==> config.mk <==
export PLATFORM = sky130hd
export DESIGN_NAME = prog_link_xcvr
export DESIGN_NICKNAME = d
export VERILOG_FILES = /design/src/rtl/plx_pkg.sv /design/src/rtl/plx_clkdiv.sv /design/src/rtl/plx_timeout.sv /design/src/rtl/prog_link_xcvr.sv
export SDC_FILE = /design/constraint.sdc
export NUM_CORES = 1
export LEC_CHECK = 0
export BUFFER_PORTS_ARGS = -buffer_cell sky130_fd_sc_hd__buf_2
export CORE_MARGIN = 3
export CORE_UTILIZATION = 45
export DETAILED_ROUTE_END_ITERATION = 8
export PLACE_DENSITY = 0.65
export SLEW_MARGIN = 20
export SYNTH_ARGS = -nofsm -noshare
export SYNTH_HDL_FRONTEND = slang
export SYNTH_SLANG_ARGS = --single-unit
==> constraint.sdc <==
create_clock -name clk -period 3.34 [get_ports clk]
set_clock_uncertainty 0.05 [all_clocks]
set_input_delay 0.334 -clock clk [delete_from_list [all_inputs] [get_ports clk]]
set_output_delay 0.334 -clock clk [all_outputs]
set_load 0.05 [all_outputs]
==> src/rtl/plx_pkg.sv <==
`timescale 1ns/1ps
package plx_pkg;
    localparam int FRAME_BITS = 12;
    localparam int DATA_BITS  = 8;

    typedef enum logic [2:0] {
        ST_IDLE, ST_TURN_TX, ST_DRIVE_ON, ST_TX, ST_TURN_RX, ST_RX
    } plx_state_t;

    // bit 0 (start) is the first on the wire
    typedef struct packed {
        logic                 stop_b;
        logic                 stop_a;
        logic                 parity;
        logic [DATA_BITS-1:0] data;
        logic                 start;
    } plx_frame_t;

    localparam plx_frame_t IDLE_FRAME = '1;

    function automatic plx_frame_t make_frame(input logic [DATA_BITS-1:0] d);
        plx_frame_t f;
        f.start  = 1'b0;
        f.data   = d;
        f.parity = ^d;
        f.stop_a = 1'b1;
        f.stop_b = 1'b1;
        return f;
    endfunction

    function automatic logic parity_bad(input plx_frame_t f);
        return f.parity ^ (^f.data);
    endfunction
endpackage

==> src/rtl/plx_clkdiv.sv <==
`timescale 1ns/1ps
module plx_clkdiv #(
    parameter int DIV_W = 8
) (
    input  logic             clk,
    input  logic             rst,
    input  logic [DIV_W-1:0] div_val,
    output logic             pclk,
    output logic             tick_rise,
    output logic             tick_fall
);
    logic [DIV_W-1:0] cnt;
    logic             tick;

    assign tick      = (cnt >= div_val);
    assign tick_rise = tick & ~pclk;
    assign tick_fall = tick &  pclk;

    always_ff @(posedge clk) begin
        if (rst) begin
            cnt  <= '0;
            pclk <= 1'b0;
        end else if (tick) begin
            cnt  <= '0;
            pclk <= ~pclk;
        end else begin
            cnt  <= cnt + 1'b1;
        end
    end

    // the clock only moves on a divider tick
    a_r1_pclk_on_tick: assert property (@(posedge clk) disable iff (rst)
        !$stable(pclk) |-> $past(tick));
endmodule

==> src/rtl/plx_timeout.sv <==
`timescale 1ns/1ps
module plx_timeout #(
    parameter int LIMIT = 64
) (
    input  logic clk,
    input  logic rst,
    input  logic reload,
    input  logic run,
    input  logic tick,
    output logic expired
);
    localparam int CW = $clog2(LIMIT + 1);
    localparam logic [CW-1:0] LOAD = CW'(LIMIT);

    logic [CW-1:0] remain;

    always_ff @(posedge clk) begin
        if (rst)                              remain <= LOAD;
        else if (reload)                      remain <= LOAD;
        else if (run && tick && remain != '0) remain <= remain - 1'b1;
    end

    assign expired = run && (remain == '0);

    // the remaining budget never exceeds the limit
    a_r10_budget_bound: assert property (@(posedge clk) disable iff (rst)
        remain <= LOAD);
endmodule

==> src/rtl/prog_link_xcvr.sv <==
`timescale 1ns/1ps
module prog_link_xcvr
    import plx_pkg::*;
#(
    parameter int DIV_W         = 8,
    parameter int TIMEOUT_TICKS = 64
) (
    input  logic             clk,
    input  logic             rst,
    input  logic [DIV_W-1:0] div_val,
    input  logic             tx_valid,
    input  logic             tx_break,
    input  logic [7:0]       tx_data,
    output logic             tx_ready,
    input  logic             rx_req,
    output logic             rx_valid,
    output logic [7:0]       rx_data,
    output logic             parity_error,
    output logic             timeout,
    output logic             busy,
    output logic             pclk_out,
    output logic             data_out,
    output logic             data_oe,
    input  logic             data_in
);
    localparam int CNT_W = $clog2(FRAME_BITS + 1);
    localparam logic [CNT_W-1:0] FULL = CNT_W'(FRAME_BITS);

    plx_state_t             state;
    logic                   dir_tx;
    logic [FRAME_BITS-1:0]  sr;
    logic [CNT_W-1:0]       bit_cnt;
    logic                   turn_half;
    logic                   tick_rise, tick_fall, tick_any;
    logic                   expired, t_reload, t_run;
    logic [FRAME_BITS-1:0]  rx_next;
    plx_frame_t             rx_f;

    plx_clkdiv #(.DIV_W(DIV_W)) u_div (
        .clk(clk), .rst(rst), .div_val(div_val),
        .pclk(pclk_out), .tick_rise(tick_rise), .tick_fall(tick_fall)
    );

    assign tick_any = tick_rise | tick_fall;

    assign t_run    = (state == ST_TURN_RX) || (state == ST_RX);
    assign t_reload = ((state == ST_IDLE) && (tx_valid || rx_req))
                    || (state == ST_DRIVE_ON)
                    || ((state == ST_TURN_RX) && data_in && !expired);

    plx_timeout #(.LIMIT(TIMEOUT_TICKS)) u_tmo (
        .clk(clk), .rst(rst), .reload(t_reload), .run(t_run),
        .tick(tick_any), .expired(expired)
    );

    assign rx_next  = {data_in, sr[FRAME_BITS-1:1]};
    assign rx_f     = plx_frame_t'(rx_next);
    assign tx_ready = (state == ST_IDLE);
    assign busy     = (state != ST_IDLE);

    always_ff @(posedge clk) begin
        if (rst) begin
            state        <= ST_IDLE;
            dir_tx       <= 1'b0;
            sr           <= '1;
            bit_cnt      <= '0;
            turn_half    <= 1'b0;
            data_out     <= 1'b0;
            data_oe      <= 1'b0;
            rx_data      <= '0;
            parity_error <= 1'b0;
            rx_valid     <= 1'b0;
            timeout      <= 1'b0;
        end else begin
            rx_valid <= 1'b0;
            timeout  <= 1'b0;
            unique case (state)
                ST_IDLE: begin
                    if (tx_valid) begin
                        sr        <= tx_break ? IDLE_FRAME : make_frame(tx_data);
                        bit_cnt   <= FULL;
                        turn_half <= 1'b0;
                        state     <= dir_tx ? ST_TX : ST_TURN_TX;
                    end else if (rx_req) begin
                        bit_cnt <= FULL;
                        if (dir_tx) begin
                            data_oe  <= 1'b0;
                            data_out <= 1'b0;
                            dir_tx   <= 1'b0;
                            state    <= ST_TURN_RX;
                        end else begin
                            state <= ST_RX;
                        end
                    end
                end
                ST_TURN_TX: begin
                    // one full clock period = two ticks
                    if (tick_any) begin
                        turn_half <= 1'b1;
                        if (turn_half) begin
                            data_out <= 1'b1;
                            state    <= ST_DRIVE_ON;
                        end
                    end
                end
                ST_DRIVE_ON: begin
                    data_oe <= 1'b1;
                    dir_tx  <= 1'b1;
                    state   <= ST_TX;
                end
                ST_TX: begin
                    if (tick_fall) begin
                        if (bit_cnt != '0) begin
                            data_out <= sr[0];
                            sr       <= {1'b1, sr[FRAME_BITS-1:1]};
                            bit_cnt  <= bit_cnt - 1'b1;
                        end else begin
                            state <= ST_IDLE;
                        end
                    end
                end
                ST_TURN_RX: begin
                    if (expired) begin
                        timeout <= 1'b1;
                        state   <= ST_IDLE;
                    end else if (data_in) begin
                        state <= ST_RX;
                    end
                end
                ST_RX: begin
                    if (expired) begin
                        timeout <= 1'b1;
                        state   <= ST_IDLE;
                    end else if (tick_rise && !((bit_cnt == FULL) && data_in)) begin
                        sr      <= rx_next;
                        bit_cnt <= bit_cnt - 1'b1;
                        if (bit_cnt == CNT_W'(1)) begin
                            rx_data      <= rx_f.data;
                            parity_error <= parity_bad(rx_f);
                            rx_valid     <= 1'b1;
                            state        <= ST_IDLE;
                        end
                    end
                end
                default: state <= ST_IDLE;
            endcase
        end
    end

    // output already high when the driver turns on
    a_r8_oe_rise_high: assert property (@(posedge clk) disable iff (rst)
        $rose(data_oe) |-> data_out);

    // a driven line changes only on a falling-edge tick
    a_r3_tx_on_fall: assert property (@(posedge clk) disable iff (rst)
        (data_oe && $past(data_oe) && !$stable(data_out)) |-> $past(tick_fall));

    // a delivered byte is a single-cycle pulse
    a_r5_rx_valid_pulse: assert property (@(posedge clk) disable iff (rst)
        rx_valid |=> !rx_valid);

    // bytes are completed by a rising-edge sample
    a_r4_rx_on_rise: assert property (@(posedge clk) disable iff (rst)
        rx_valid |-> $past(tick_rise));

    // an abort leaves the block idle
    a_r10_timeout_idle: assert property (@(posedge clk) disable iff (rst)
        timeout |-> (!busy && !rx_valid));
endmodule

# Word-level counts from Yosys, hierarchy flattened

Cells that the tools add are included.
W data, S select, Z words.

Output and inout bits: 16
Flip-flop bits (word level): 50
Input bits: 22
Logic and storage cells: 132

Reductions and logical operators: 38
Add/sub/neg operators: 3
$lt $le $gt $ge: 1
Eq/ne operators: 22
Muxes and demuxes: 45
Bitwise gates (word level): 9

Operators with widths:

| kind                  | number |
|---|---|
| $mux W12              | 5 |
| $pmux W12 S3          | 1 |
| $mux W3               | 11 |
| $mux W4               | 6 |
| $pmux W3 S6           | 1 |
| $reduce_and A8 Y1     | 2 |
| $reduce_xor A8 Y1     | 2 |
| $mux W1               | 14 |
| $ne A2 B2 Y1 const B  | 7 |
| $pmux W4 S3           | 1 |
| $reduce_and A6 Y1     | 2 |
| $mux W10              | 1 |
| $ne A3 B2 Y1 const B  | 3 |
| $reduce_bool A3 Y1    | 3 |
| $add A8 B1 Y8 const B | 1 |
| $ge A8 B8 Y1          | 1 |
| $logic_and A1 B1 Y1   | 8 |
| $ne A2 B1 Y1 const B  | 4 |
| $reduce_and A4 Y1     | 2 |
| $reduce_or A2 Y1      | 4 |
| $logic_not A7 Y1      | 1 |
| $reduce_bool A7 Y1    | 1 |
| $sub A7 B1 Y7 const B | 1 |
| $eq A3 B2 Y1 const B  | 2 |
| 20 further kinds      | 34 |

# Logic depth before layout (Yosys ltp)

Gate-level depths: netlist of the first run.

Depth in word-level cells: 7
Gate-level depth with buffers: 11

# Cells and area by module

A second synthesis of the first run with hierarchy kept.

Cells, all modules: 327
Area, all modules: 2901.5 um^2

Modules (own cells, without submodules):

| module         | area an instance (um^2) | cells an instance | instances |
|---|---|---|---|
| prog_link_xcvr | 1849.3                  | 211               | 1 |
| plx_clkdiv     | 634.4                   | 69                | 1 |
| plx_timeout    | 417.9                   | 47                | 1 |

# Worst setup path before layout of the first run

No wires, ideal clock.

Kind: register to register
Start: reg state[1]
End: reg sr[0]
Data required time: 3227 ps
Buffers on the path: 1
Library setup time: 63 ps
Period minus slack after synthesis: 2489 ps
Cell stages (with the launch flop): 8
Setup slack: 851 ps
Arrival: 2377 ps
Cells stage by stage: dfxtp_1 > buf_2 > inv_1 > nand3_1 > inv_1 > a21oi_1 > or4_1 > nand3_1

Elaborated cells between the ends (all ways): 14
Classes of those cells: eq/ne (8); mux (1); reduce/logical (5)

RTL lines:

| item                                                                       | line                  | text |
|---|---|---|
| start, declared                                                            | prog_link_xcvr.sv:29  | `plx_state_t state;` |
| start signal, assigned                                                     | prog_link_xcvr.sv:83  | `state <= dir_tx ? ST_TX : ST_TURN_TX;` |
| $logic_not A3 Y1 (*)                                                       | -                     |  |
| via tx_ready                                                               | prog_link_xcvr.sv:14  | `output logic tx_ready,` |
| $ne A2 B2 Y1 (no source line) / $reduce_bool A3 Y1 (equally long branches) | -                     |  |
| $reduce_and A6 Y1 (no source line)                                         | -                     |  |
| end signal, assigned                                                       | prog_link_xcvr.sv:80  | `sr <= tx_break ? IDLE_FRAME : make_frame(tx_data);` |
| end signal, assigned                                                       | prog_link_xcvr.sv:115 | `sr <= {1'b1, sr[FRAME_BITS-1:1]};` |
| end signal, assigned                                                       | prog_link_xcvr.sv:135 | `sr <= rx_next;` |
| end, declared                                                              | prog_link_xcvr.sv:31  | `logic [FRAME_BITS-1:0] sr;` |

The timed path passes the listed nets; every way through them passes the cells marked *.
A chain may end at the register's enable or synchronous reset.

# Worst setup path in the final report of the first run

Start: reg u_div.cnt[0]
End: reg rx_data[3]

Cells in the longest elaborated chain, start to end: 4

Ends and longest elaborated chain:

| item                               | line                  | text |
|---|---|---|
| start, declared                    | plx_clkdiv.sv:12      | `logic [DIV_W-1:0] cnt;` |
| start signal, assigned             | plx_clkdiv.sv:27      | `cnt <= cnt + 1'b1;` |
| $ge A8 B8 Y1                       | plx_clkdiv.sv:15      | `assign tick = (cnt >= div_val);` |
| $and A1 B1 Y1                      | plx_clkdiv.sv:16      | `assign tick_rise = tick & ~pclk;` |
| $logic_and A1 B1 Y1                | prog_link_xcvr.sv:134 | `end else if (tick_rise && !((bit_cnt == FULL) && data_in)) begin` |
| $reduce_and A4 Y1 (no source line) | -                     |  |
| end signal, assigned               | prog_link_xcvr.sv:138 | `rx_data <= rx_f.data;` |
| end, declared                      | prog_link_xcvr.sv:17  | `output logic [7:0] rx_data,` |

No other way between the ends.

==> results.txt, run 1 <==
By area, the combinational part of the netlist is dominated by simple AND/OR/NAND/NOR gates. The count of pins over their slew limit came out at 0. Number of flops mapped to enable cells by yosys: 0. Before antenna repair, the detailed router went through 4 iterations. Clock-pin slew was measured on the worst setup and hold paths at 100 ps. For the overall die area, the log shows 7060 um^2. sky130_fd_sc_hd__dfxtp_1 takes more of the synthesized area than any other cell. The number of different library cells used by synthesis comes to 53. The run gives 0.171 as the global-route usage over all layers. The die extent in x was 84.0 um. The count of buffers added on input and output ports is 37. Among cell families on the critical path, the largest total delay comes from compound AO/OA/AOI/OAI gates. For this block, the routed nets add up to 5960 um of wire. Cell area reported after detailed placement: 2940 um^2. The worst hold path belongs to the class primary input to register. The HPWL after detailed placement is 4430 um. 38 I/O pins were placed.

Cell area after technology mapping: 2740 um^2. The signal on the critical path passes through inv_1, ha_1, nand2b_1, a2111oi_0, o21ai_1, nand4b_1, mux2i_1, nor2_1. The area fraction in and, or, nand and nor cells after synthesis came out at 0.211. The run gives 22 as the maximum number of pins on one net before global-route repair.

For the final routed database, the setup TNS stands at 0 ps. The detailed-route wire length per cell is 14.0 um, and the proportion of synthesized chip area in sequential cells is 0.365. Synthesis handed over a netlist of 325 instances. The floorplan has 27 rows.

Dominant register cell in the synthesized netlist: sky130_fd_sc_hd__dfxtp_1. The die is 84.0 um tall. The share of synthesized cell area in full adder, half adder and majority cells came out at 0.0594. The root buffer cell chosen for the clock tree is sky130_fd_sc_hd__clkbuf_8. Subtracting the final worst setup slack from the clock period gives 2840 ps.

The core region is 5710 um^2. The tools report the number of nets at the end of the flow as 387. IR analysis of the VDD net gives a maximum drop of 0.417 mV.

The proportion of layout cells with a drive suffix above 1 was 0.161; the post-synthesis register bit count was 50. Initial antenna violation count: 0. Maximum root-to-sink buffer count: 2.

The total count of hold-check failures in the final report came out at 0. The logs give 2 for the number of H-tree branching levels and 0.281 for the worst slew margin relative to its limit. The library cell used most frequently in the layout, excluding fill and tap cells, is sky130_fd_sc_hd__dfxtp_1. The share of cell area taken by muxes after synthesis was 0.0365.

The total overflow left after global routing is 0. For this block, the initial DRC count from the detailed router was 112. The area growth from synthesis to layout is 10.5%. The overall power consumption came out at 2.11 mW.

The combined buffer and inverter count along the critical path works out to 1. The transition time at the pin with the least slew margin was 1060 ps; the final instance area was 3030 um^2. The slowest stage of the critical path belongs to the cell sky130_fd_sc_hd__a2111oi_0. The routability congestion estimate is 0.805, and the cell area power density is 695 nW/um^2.

For this design the static power due to leakage is 1.29 nW. The share of the synthesized area in the top cell type works out to 0.365. The fraction of synthesized cell area in xor and xnor cells works out to 0.0831. On the worst path, the slowest cell contributes a delay of 680 ps. TritonCTS created 5 clock buffers. For the via count of the first global-routing pass, the log shows 2073. TritonCTS built the clock tree. The number of nets in the synthesized netlist is 360. The first global-routing pass estimated 10000 um of wire.

The synthesized area per cell is 8.43 um^2. The run gives 0 as the number of hold buffers added after CTS. The number of DRC violations after detailed routing is 0, and the starting density of the core is 0.480. The compound-gate portion of the synthesized area is 0.184.

In the layout the commonest cells are 50 x sky130_fd_sc_hd__dfxtp_1, 37 x sky130_fd_sc_hd__buf_2, 30 x sky130_fd_sc_hd__nor2_1, 24 x sky130_fd_sc_hd__nand3_1, 22 x sky130_fd_sc_hd__nand2_1. Post-CTS timing repair inserted 0 buffers for setup. By area the synthesized netlist is led by sky130_fd_sc_hd__dfxtp_1 37%, sky130_fd_sc_hd__ha_1 5.9%, sky130_fd_sc_hd__xnor2_1 5.8%. Setup repair after global routing left no endpoint under its margin. The critical path is of the register to register type. Based on the critical path, the design can be clocked at up to 0.352 GHz.

The tree built by TritonCTS fans out to 50 sinks. At the worst endpoint, the required time is 3480 ps. The flow ran to the end, and the final reports show no timing, DRC or antenna violations.

The share of flip-flops with an asynchronous set or reset is 0, and the number of vias after detailed routing is 2374. At the worst endpoint, the arrival time is 2980 ps. The number of antenna diodes in the final layout is 0. The largest fanout on the critical path is 10. Setup violations remaining at the end of the flow were counted as 0. The sort of element at the end of the critical path was a register. The worst hold margin is 330 ps, and the total number of yosys warnings is 0. The later pin in the worst-skew pair is clocked with a latency of 310 ps. The tools report the number of nets with antenna violations after routing as 0.

The share of the clock period used by the worst path was 0.851. Post-CTS repair changed the size of 0 cells. The number of vias per cell after detailed routing is 5.59, and the number of inserted filler cells in the final layout is 561.

The tool flagged a number of max-cap violations equal to 0. The worst setup path is launched from a register.
## area by class of cell
| class | instances | area, um^2 | area share |
|---|---|---|---|
| multi-input combinational | 236 | 1570 | 0.519 |
| timing repair buffer | 39 | 200 | 0.0661 |
| sequential | 50 | 1000 | 0.330 |
| clock inverter | 3 | 21.3 | 0.00702 |
| tap | 72 | 90.1 | 0.0297 |
| clock buffer | 5 | 68.8 | 0.0227 |
| inverter | 20 | 75.1 | 0.0248 |
## worst min-delay path, cell delays in order
cell	delay [ps]
sky130_fd_sc_hd__buf_2	140
sky130_fd_sc_hd__nor4_1	70
sky130_fd_sc_hd__o21ai_1	110
## synth_stat cells (8+ instances only)
| library cell | n |
|---|---|
| sky130_fd_sc_hd__dfxtp_1 | 50 |
| sky130_fd_sc_hd__nor2_1 | 30 |
| sky130_fd_sc_hd__nand3_1 | 24 |
| sky130_fd_sc_hd__nand2_1 | 22 |
| sky130_fd_sc_hd__inv_1 | 20 |
| sky130_fd_sc_hd__xnor2_1 | 18 |
| sky130_fd_sc_hd__a21oi_1 | 15 |
| sky130_fd_sc_hd__ha_1 | 13 |
| sky130_fd_sc_hd__clkbuf_1 | 12 |
| sky130_fd_sc_hd__o21ai_0 | 12 |
| sky130_fd_sc_hd__or3_1 | 11 |
| sky130_fd_sc_hd__mux2i_1 | 10 |
| sky130_fd_sc_hd__o2111ai_1 | 10 |
| sky130_fd_sc_hd__o21ai_1 | 8 |
| sky130_fd_sc_hd__xor2_1 | 8 |
## per-stage QoR
step            util  cells  worst slack (ps)
5_1_grt        0.531    425               254
4_1_cts        0.531    425               474
3_5_place_dp   0.515    417               478
3_3_place_gp   0.515    417               516
6_report       0.531    425               497
2_1_floorplan      -    325               851
## routing by layer
metal,wire length (um),GRT usage,up-vias,part of all wire
met1,3040,0.245,1098,0.51
met5,0,0,-,0
met3,257,0.0346,5,0.043
li1,-,-,1210,-
met4,46,0.0395,0,0.0077
met2,2620,0.262,61,0.44
## report_power, final
part | leakage (nW) | internal (mW) | switching (mW)
clock | 0.0441 | 0.147 | 0.207
sequential | 0.407 | 0.696 | 0.136
combinational | 0.836 | 0.362 | 0.557
## registers in the layout, indices dropped and copies added, names as in the netlist, 3 cells and up
name,flops
bit_cnt,4
u_div.cnt,8
sr,12
u_tmo.remain,7
state,3
rx_data,8
## cell families (layout without fill, tap and decap cells)
group / Yosys count / count (layout)
adders and majority gates: 13 / 13
xor gates and xnor gates: 26 / 26
muxes: 10 / 10
DFF: 50 / 50
buffers and inverters: 39 / 67
and+or+nand+nor: 116 / 116
AOI/OAI and AO/OA: 71 / 71
## path summary, 6_finish.rpt
| kind | endpoint | start | slack (ps) | cells after the start |
|---|---|---|---|---|
| max | rx_data[3] | u_div.cnt[0] | 500 | 8 |
| min | sr[11] | data_in | 330 | 3 |
| max reg2reg | rx_data[3] | u_div.cnt[0] | 500 | 8 |
| min reg2reg | data_oe | data_oe | 410 | 2 |
(Power assumes the default switching activity.)
==> inputs of run 2 (changes only) <==
--- a/config.mk
+++ b/config.mk
@@ -5,6 +5,7 @@
 export SDC_FILE = /design/constraint.sdc
 export NUM_CORES = 1
 export LEC_CHECK = 0
+export ABC_AREA = 1
 export BUFFER_PORTS_ARGS = -buffer_cell sky130_fd_sc_hd__buf_2
 export CORE_MARGIN = 3
 export CORE_UTILIZATION = 45
==> results.txt, run 2 <==
The run finished with clean final reports. In the final layout, the registers with the most flip-flops are sr: 12 flops, rx_data: 8 flops, u_div.cnt: 8 flops. The clock passes through at most 2 buffers.

Yosys attributes the largest share of cell area to sky130_fd_sc_hd__dfxtp_1 36%, sky130_fd_sc_hd__nand2_1 10%, sky130_fd_sc_hd__inv_1 7.1%. The worst setup slack for register-to-register paths is 920 ps. After the last flow step, the layout net total stands at 480. By instance count, the leading cell after synthesis is sky130_fd_sc_hd__nand2_1.

The synthesized design contains 0 enable-type register cells. After floorplanning, the core was divided into 28 placement rows. 0 antenna diodes ended up in the layout. The logs give 0 for the count of pins over their slew limit and 0 for the final setup violation count. The die is 85.1 um tall. The worst register-to-register path begins at u_div.cnt[0].

Wires add up to 5840 um. The category of the most critical setup path was register to register. The tools report the critical path capture point as sr[9].

The share of flip-flops with an asynchronous set or reset works out to 0. The peak supply drop is 0.337 mV, and the total count of hold-check failures in the final report is 0. When the netlist entered floorplanning its net count stood at 443. The proportion of synthesized chip area in sequential cells was 0.356. The count of TritonRoute iterations in the first routing pass is 4. After detailed routing, the number of vias per cell comes to 4.96. The register with the most flip-flops in the final layout is sr. The first global-routing pass estimated 10200 um of wire.

The share of the clock period used by the worst path is 0.725. The sequential cell area is 1000 um^2. In this run, post-CTS repair resized a total of 0 instances. The most common cell after layout, fill and taps aside was sky130_fd_sc_hd__nand2_1. Dividing the detail-routed wire length by the instance count gives 11.2 um.

The overall die area is 7240 um^2, and the number of flip-flops in the largest register is 12. Of all nets on the critical path, the largest fanout is 13. The proportion of layout cells with a drive suffix above 1 is 0.150, and the cell area reported after detailed placement is 3050 um^2. The detailed router placed 2582 vias in this run. Clock-pin slew was measured on the worst setup and hold paths at 100 ps. TritonCTS built the clock tree. For the pin with the worst max-slew slack, the measured transition is 591 ps. The tools report the routability congestion estimate as 0.833. For this block, the initial DRC count from the detailed router was 98. The worst setup path is launched from a register. Terminus of the critical flop-to-flop path: sr[9].

Final instance area: 3150 um^2. The share of the synthesized area in the top cell type was 0.356; the number of nets with antenna violations after routing was 0. For this design, the CTS-stage hold fixing added 0 buffers. The library cells used most frequently in the layout, excluding fill and tap cells, are 77 x sky130_fd_sc_hd__nand2_1, 53 x sky130_fd_sc_hd__inv_1, 53 x sky130_fd_sc_hd__nor2_1, 50 x sky130_fd_sc_hd__dfxtp_1. Max-cap violations in this run came to 0. The sort of element at the end of the critical path was a register. The via count of the first global-routing pass was 2422; the depth of the worst hold-timing path was 2. The smallest clock period supported by the final layout is computed as 2420 ps. For this design the ratio of total power to cell area is 707 nW/um^2. The filler cells instantiated in the layout total 640. The starting density of the core was 0.470; the area growth from synthesis to layout was 11.8%. Number of DRC violations after detailed routing: 0. Post-synthesis register bit count: 50. The total CTS buffers is 5, and the total number of yosys warnings is 0. Sorting the synthesized cells by how often they occur yields 77 x sky130_fd_sc_hd__nand2_1, 53 x sky130_fd_sc_hd__inv_1, 53 x sky130_fd_sc_hd__nor2_1.

The most critical setup path has its startpoint at u_div.cnt[0]. During I/O placement, the number of pins put on the boundary was 38. In this run the post-CTS setup repair buffer count came out at 0. Based on the critical path, the design can be clocked at up to 0.413 GHz. The largest total area in the synthesized netlist belongs to sky130_fd_sc_hd__dfxtp_1.

The worst register-to-register path has a depth of 13. Dominant register cell in the synthesized netlist: sky130_fd_sc_hd__dfxtp_1. Setup repair after global routing left no endpoint under its margin. For this design the static power due to leakage is 1.52 nW. The final core utilization is 0.525. Once detailed placement completed, the half-perimeter wirelength came to 4480 um.

The run gives 38 as the number of distinct standard cells referenced by the synthesized netlist. The die extent in x was 85.1 um. The multi-input combinational cells in the finished layout cover a total of 1530 um^2.

The data arrival time of the worst path is 2570 ps, and the number of port buffers is 37. The tools report the overflow left after global routing as 0. In this run the number of H-tree levels came out at 2. After technology mapping, the gate count stands at 408. For the global-route usage over all layers, the log shows 0.169. The cell chosen for the clock root is sky130_fd_sc_hd__clkbuf_8. Class of the tightest hold or removal check: primary input to register. The synthesized area per cell is 6.90 um^2. The core region is 5990 um^2. The required arrival time at the worst endpoint came out at 3490 ps.

For the initial antenna violation count, the log shows 0. In this run the cell area of the synthesized design comes to 2820 um^2. For the worst slew margin relative to its limit, the log shows 0.605. At the later pin of the worst-skew pair, clock insertion delay measures 310 ps.

The TritonCTS sink count is 50. Entering global routing, the biggest net connects 29 pins. The setup TNS is 0 ps.
[run 2: changes by cell type in the layout (fill, tap and decap cells not counted), moves of 11 or more]
cell / delta
sky130_fd_sc_hd__nor2_1: +23
sky130_fd_sc_hd__nand3_1: +13
sky130_fd_sc_hd__nand2_1: +55
sky130_fd_sc_hd__inv_1: +33
sky130_fd_sc_hd__or3_1: -11
[run 2: worst min path at each step]
stage | start | to | slack (ps)
after floorplan | rst | data_oe | 350
after global placement | rx_data[6] | rx_data[6] | 380
after detailed placement | rx_data[7] | rx_data[7] | 380
after CTS | rst | dir_tx | 190
after global routing | rst | data_oe | 210
final | rst | dir_tx | 200
[run 2: area by class of cell]
cell class / instances / share of cell area
tap: 75 / 0.0298
multi-input combinational: 288 / 0.487
clock inverter: 3 / 0.00795
inverter: 62 / 0.0739
timing repair buffer: 38 / 0.0612
sequential: 50 / 0.318
clock buffer: 5 / 0.0219
[run 2: routing by layer]
metal | GRT usage | vias up | share of wire
li1 | - | 1387 | -
met1 | 0.224 | 1143 | 0.49
met2 | 0.278 | 46 | 0.45
met3 | 0.0340 | 6 | 0.046
met4 | 0.0475 | 0 | 0.012
met5 | 0 | - | 0
[run 2: where the power goes]
group	internal (mW)	leakage (nW)	switching, mW
Clock	0.152	0.0447	0.222
Combinational	0.352	1.06	0.686
Sequential	0.705	0.409	0.109
[run 2: metrics by stage]
| step | instances | power [mW] | setup slack (ps) | hold WS (ps) |
|---|---|---|---|---|
| 2_1_floorplan | 408 | 1.68 | 1450 | 353 |
| 3_3_place_gp | 513 | 1.84 | 909 | 379 |
| 3_5_place_dp | 513 | 1.87 | 845 | 383 |
| 4_1_cts | 521 | 2.24 | 904 | 190 |
| 5_1_grt | 521 | 2.43 | 562 | 211 |
| 6_report | 521 | 2.22 | 918 | 195 |
[run 2: cells by family after synthesis]
group	Yosys count	synth area share
adder cells (fa/ha/maj)	13	0.0578
AND/OR/NAND/NOR	197	0.310
flip-flops	50	0.356
buffers and inverters	70	0.0996
AO/OA/AOI/OAI	60	0.121
XOR/XNOR	18	0.0560
[run 2: critical path, cell delays in order (launching register included)]
cell and delay (ps):
sky130_fd_sc_hd__dfxtp_1 400, sky130_fd_sc_hd__inv_1 60, sky130_fd_sc_hd__ha_1 260, sky130_fd_sc_hd__nand2_1 50, sky130_fd_sc_hd__nor2_1 80, sky130_fd_sc_hd__nor2_1 40
sky130_fd_sc_hd__nand2_1 50, sky130_fd_sc_hd__nand2_1 90, sky130_fd_sc_hd__nand2_2 170, sky130_fd_sc_hd__nand3_1 130, sky130_fd_sc_hd__a21oi_2 460, sky130_fd_sc_hd__nand2_2 280
sky130_fd_sc_hd__nand2_1 120, sky130_fd_sc_hd__nand3_1 80
==> inputs of run 3 (changes only) <==
--- a/config.mk
+++ b/config.mk
@@ -5,7 +5,7 @@
 export SDC_FILE = /design/constraint.sdc
 export NUM_CORES = 1
 export LEC_CHECK = 0
-export ABC_AREA = 1
+export ABC_AREA = 0
 export BUFFER_PORTS_ARGS = -buffer_cell sky130_fd_sc_hd__buf_2
 export CORE_MARGIN = 3
 export CORE_UTILIZATION = 45
==> constraint.sdc (replaced) <==
create_clock -name clk -period 2.5 [get_ports clk]
set_clock_uncertainty 0.05 [all_clocks]
set_input_delay 0.25 -clock clk [delete_from_list [all_inputs] [get_ports clk]]
set_output_delay 0.25 -clock clk [all_outputs]
set_load 0.05 [all_outputs]
==> results.txt, run 3 (synthesis results as in run 1) <==
The number of hold buffers added after CTS is 0. STA puts the critical path data required time at 2700 ps. The register with the most flip-flops in the layout has 12 of them. After detailed routing, the number of remaining DRC violations is 0.

The total count of hold-check failures in the final report was 0. The core outline area came out at 5710 um^2. The number of antenna diodes in the final layout is 0. The endpoint identified for the worst register-to-register timing path is sr[0].

The completed layout was analyzed and its total power is 3.19 mW. The clock passes through at most 2 buffers. The flow ran to the end, and the final reports show no timing, DRC or antenna violations. The placed instances occupy a cell area of 3090 um^2. The floorplan step defined a die boundary enclosing 7060 um^2. Routability congestion estimate: 0.836. CTS built an H-tree with a depth of 2. The largest registers in the layout are sr: 12 flops, rx_data: 8 flops, u_div.cnt: 8 flops. Based on the critical path, the design can be clocked at up to 0.412 GHz. Max-cap violations in this run came to 0.

For this design the static power due to leakage is 1.43 nW. The routed layout has 2446 vias. The worst hold path terminates at sr[11]. The worst hold path passes through 3 cells.

The starting density of the core is 0.480. The first TritonRoute pass finished after 5 iterations. The worst setup path is launched from a register. Via count of the first global-routing pass: 2339. For the pin with the worst max-slew slack, the measured transition is 895 ps. Leaving out fill and tap cells, the most frequent cell in the layout is sky130_fd_sc_hd__dfxtp_1. The logs give 4630 um for the half-perimeter wire length after placement and 5 for the total CTS buffers.

After detailed routing, the average wire length per cell comes to 14.0 um. The depth of the worst register-to-register path was 7. TritonCTS built the clock tree. The y dimension of the die came out at 84.0 um.

After routing the design area is 3320 um^2. Row generation in the floorplan step produced 27 rows. The worst setup path is captured at a register. The setup path with the least slack is of type register to register. The routed design has 6240 um of wire. Compared with the post-synthesis result, the final layout area differs by 21.2%. The initial antenna violation count was 0. After global routing the overflow that remains totals 0.

In this run the tool buffered the top-level ports with 37 buffer cells. The proportion of layout cells with a drive suffix above 1 was 0.252; the worst-skew pair later-pin latency was 300 ps. The number of vias per cell after detailed routing is 5.50.

The tools report the peak supply drop as 0.605 mV. The first routing iteration left 100 violations. The clock-pin slew reported for the worst setup and hold paths after clock tree synthesis was 90 ps. The setup check on the worst reg-to-reg path leaves a slack of 70 ps. Along the worst path, the maximum fanout reaches 5. The tools report the count of pins over their slew limit as 0.

The final critical delay including setup and external delays was 2430 ps. The final setup violation count was 0. The first global-routing pass estimated 10700 um of wire. The global-route usage over all layers came out at 0.180.

The number of nets at the end of the flow is 407, and the share of the clock period used by the worst path is 0.971. Measured along the x axis, the die boundary spans 84.0 um. Power spread over the standard cell area amounts to 961 nW/um^2. Counting flops per register, the top entry is sr.

The number of nets with antenna violations after routing was 0. Data arrives at the worst endpoint at 2630 ps. The top cell types in the final layout, fill and taps aside, are 44 x sky130_fd_sc_hd__dfxtp_1, 37 x sky130_fd_sc_hd__buf_2, 30 x sky130_fd_sc_hd__nor2_1, 23 x sky130_fd_sc_hd__nand3_1. The startpoint of the most critical hold path is data_in.

The worst slew margin relative to its limit was 0.394; the worst hold margin was 226 ps. The clock net in this run drives a total of 50 sinks. The tools report the cell chosen for the clock root as sky130_fd_sc_hd__clkbuf_8. Entering global routing, the biggest net connects 21 pins. The run gives 38 as the number of top-level pins. The class of the tightest hold or removal check was primary input to register.

The worst flop-to-flop path startpoint is u_div.cnt[2].
## run 3: worst max-delay path by stage
stage	startpoint	end	slack (ps)	cells past startpoint
floorplan	state[1]	sr[0]	10	7
global placement	div_val[0]	state[2]	50	11
detailed placement	div_val[2]	sr[0]	50	9
CTS	u_tmo.remain[0]	state[1]	30	9
global route	u_div.cnt[2]	bit_cnt[3]	-30	8
finish	u_div.cnt[2]	sr[0]	70	7
## run 3: what timing repair did
item	CTS	global route
hold endpoints to repair	0	0
endpoints found under the setup margin	0	24
gates resized for setup	0	20
setup buffers	0	2
## run 3: routing by layer
layer	routed length [um]	share of wire	global-route usage
met5	0	0	0
met4	91	0.015	0.0599
met3	314	0.050	0.0346
met2	2810	0.45	0.272
met1	3030	0.49	0.255
## run 3: metrics by stage
| step | TNS, ps | instances | setup slack [ps] | utilization |
|---|---|---|---|---|
| 6_report | 0 | 445 | 71.9 | 0.582 |
| 5_1_grt | -68.1 | 445 | -27.0 | 0.582 |
| 4_1_cts | 0 | 443 | 33.4 | 0.566 |
| 3_5_place_dp | 0 | 435 | 54.3 | 0.541 |
| 3_3_place_gp | 0 | 435 | 51.2 | 0.541 |
| 2_1_floorplan | 0 | 325 | 10.8 | - |
## run 3: cell type report
type | instances | area, um^2
sequential | 50 | 1010
clock inverter | 2 | 60.1
clock buffer | 6 | 82.6
tap | 72 | 90.1
fill | 529 | 2390
inverter | 20 | 75.1
timing repair buffer | 59 | 363
multi-input combinational | 236 | 1640
## run 3: report_power, final
part	switching, mW	internal (mW)
Clock	0.270	0.427
Combinational	0.791	0.589
Sequential	0.184	0.932
Total	1.24	1.95
## run 3: critical path, cell delays in order (launching register included)
cell and delay (ps):
sky130_fd_sc_hd__dfxtp_2 330, sky130_fd_sc_hd__ha_1 260, sky130_fd_sc_hd__o21ai_1 70, sky130_fd_sc_hd__a211o_1 320, sky130_fd_sc_hd__or3_4 410, sky130_fd_sc_hd__a211o_4 370, sky130_fd_sc_hd__or4_4 480, sky130_fd_sc_hd__nand3_2 80
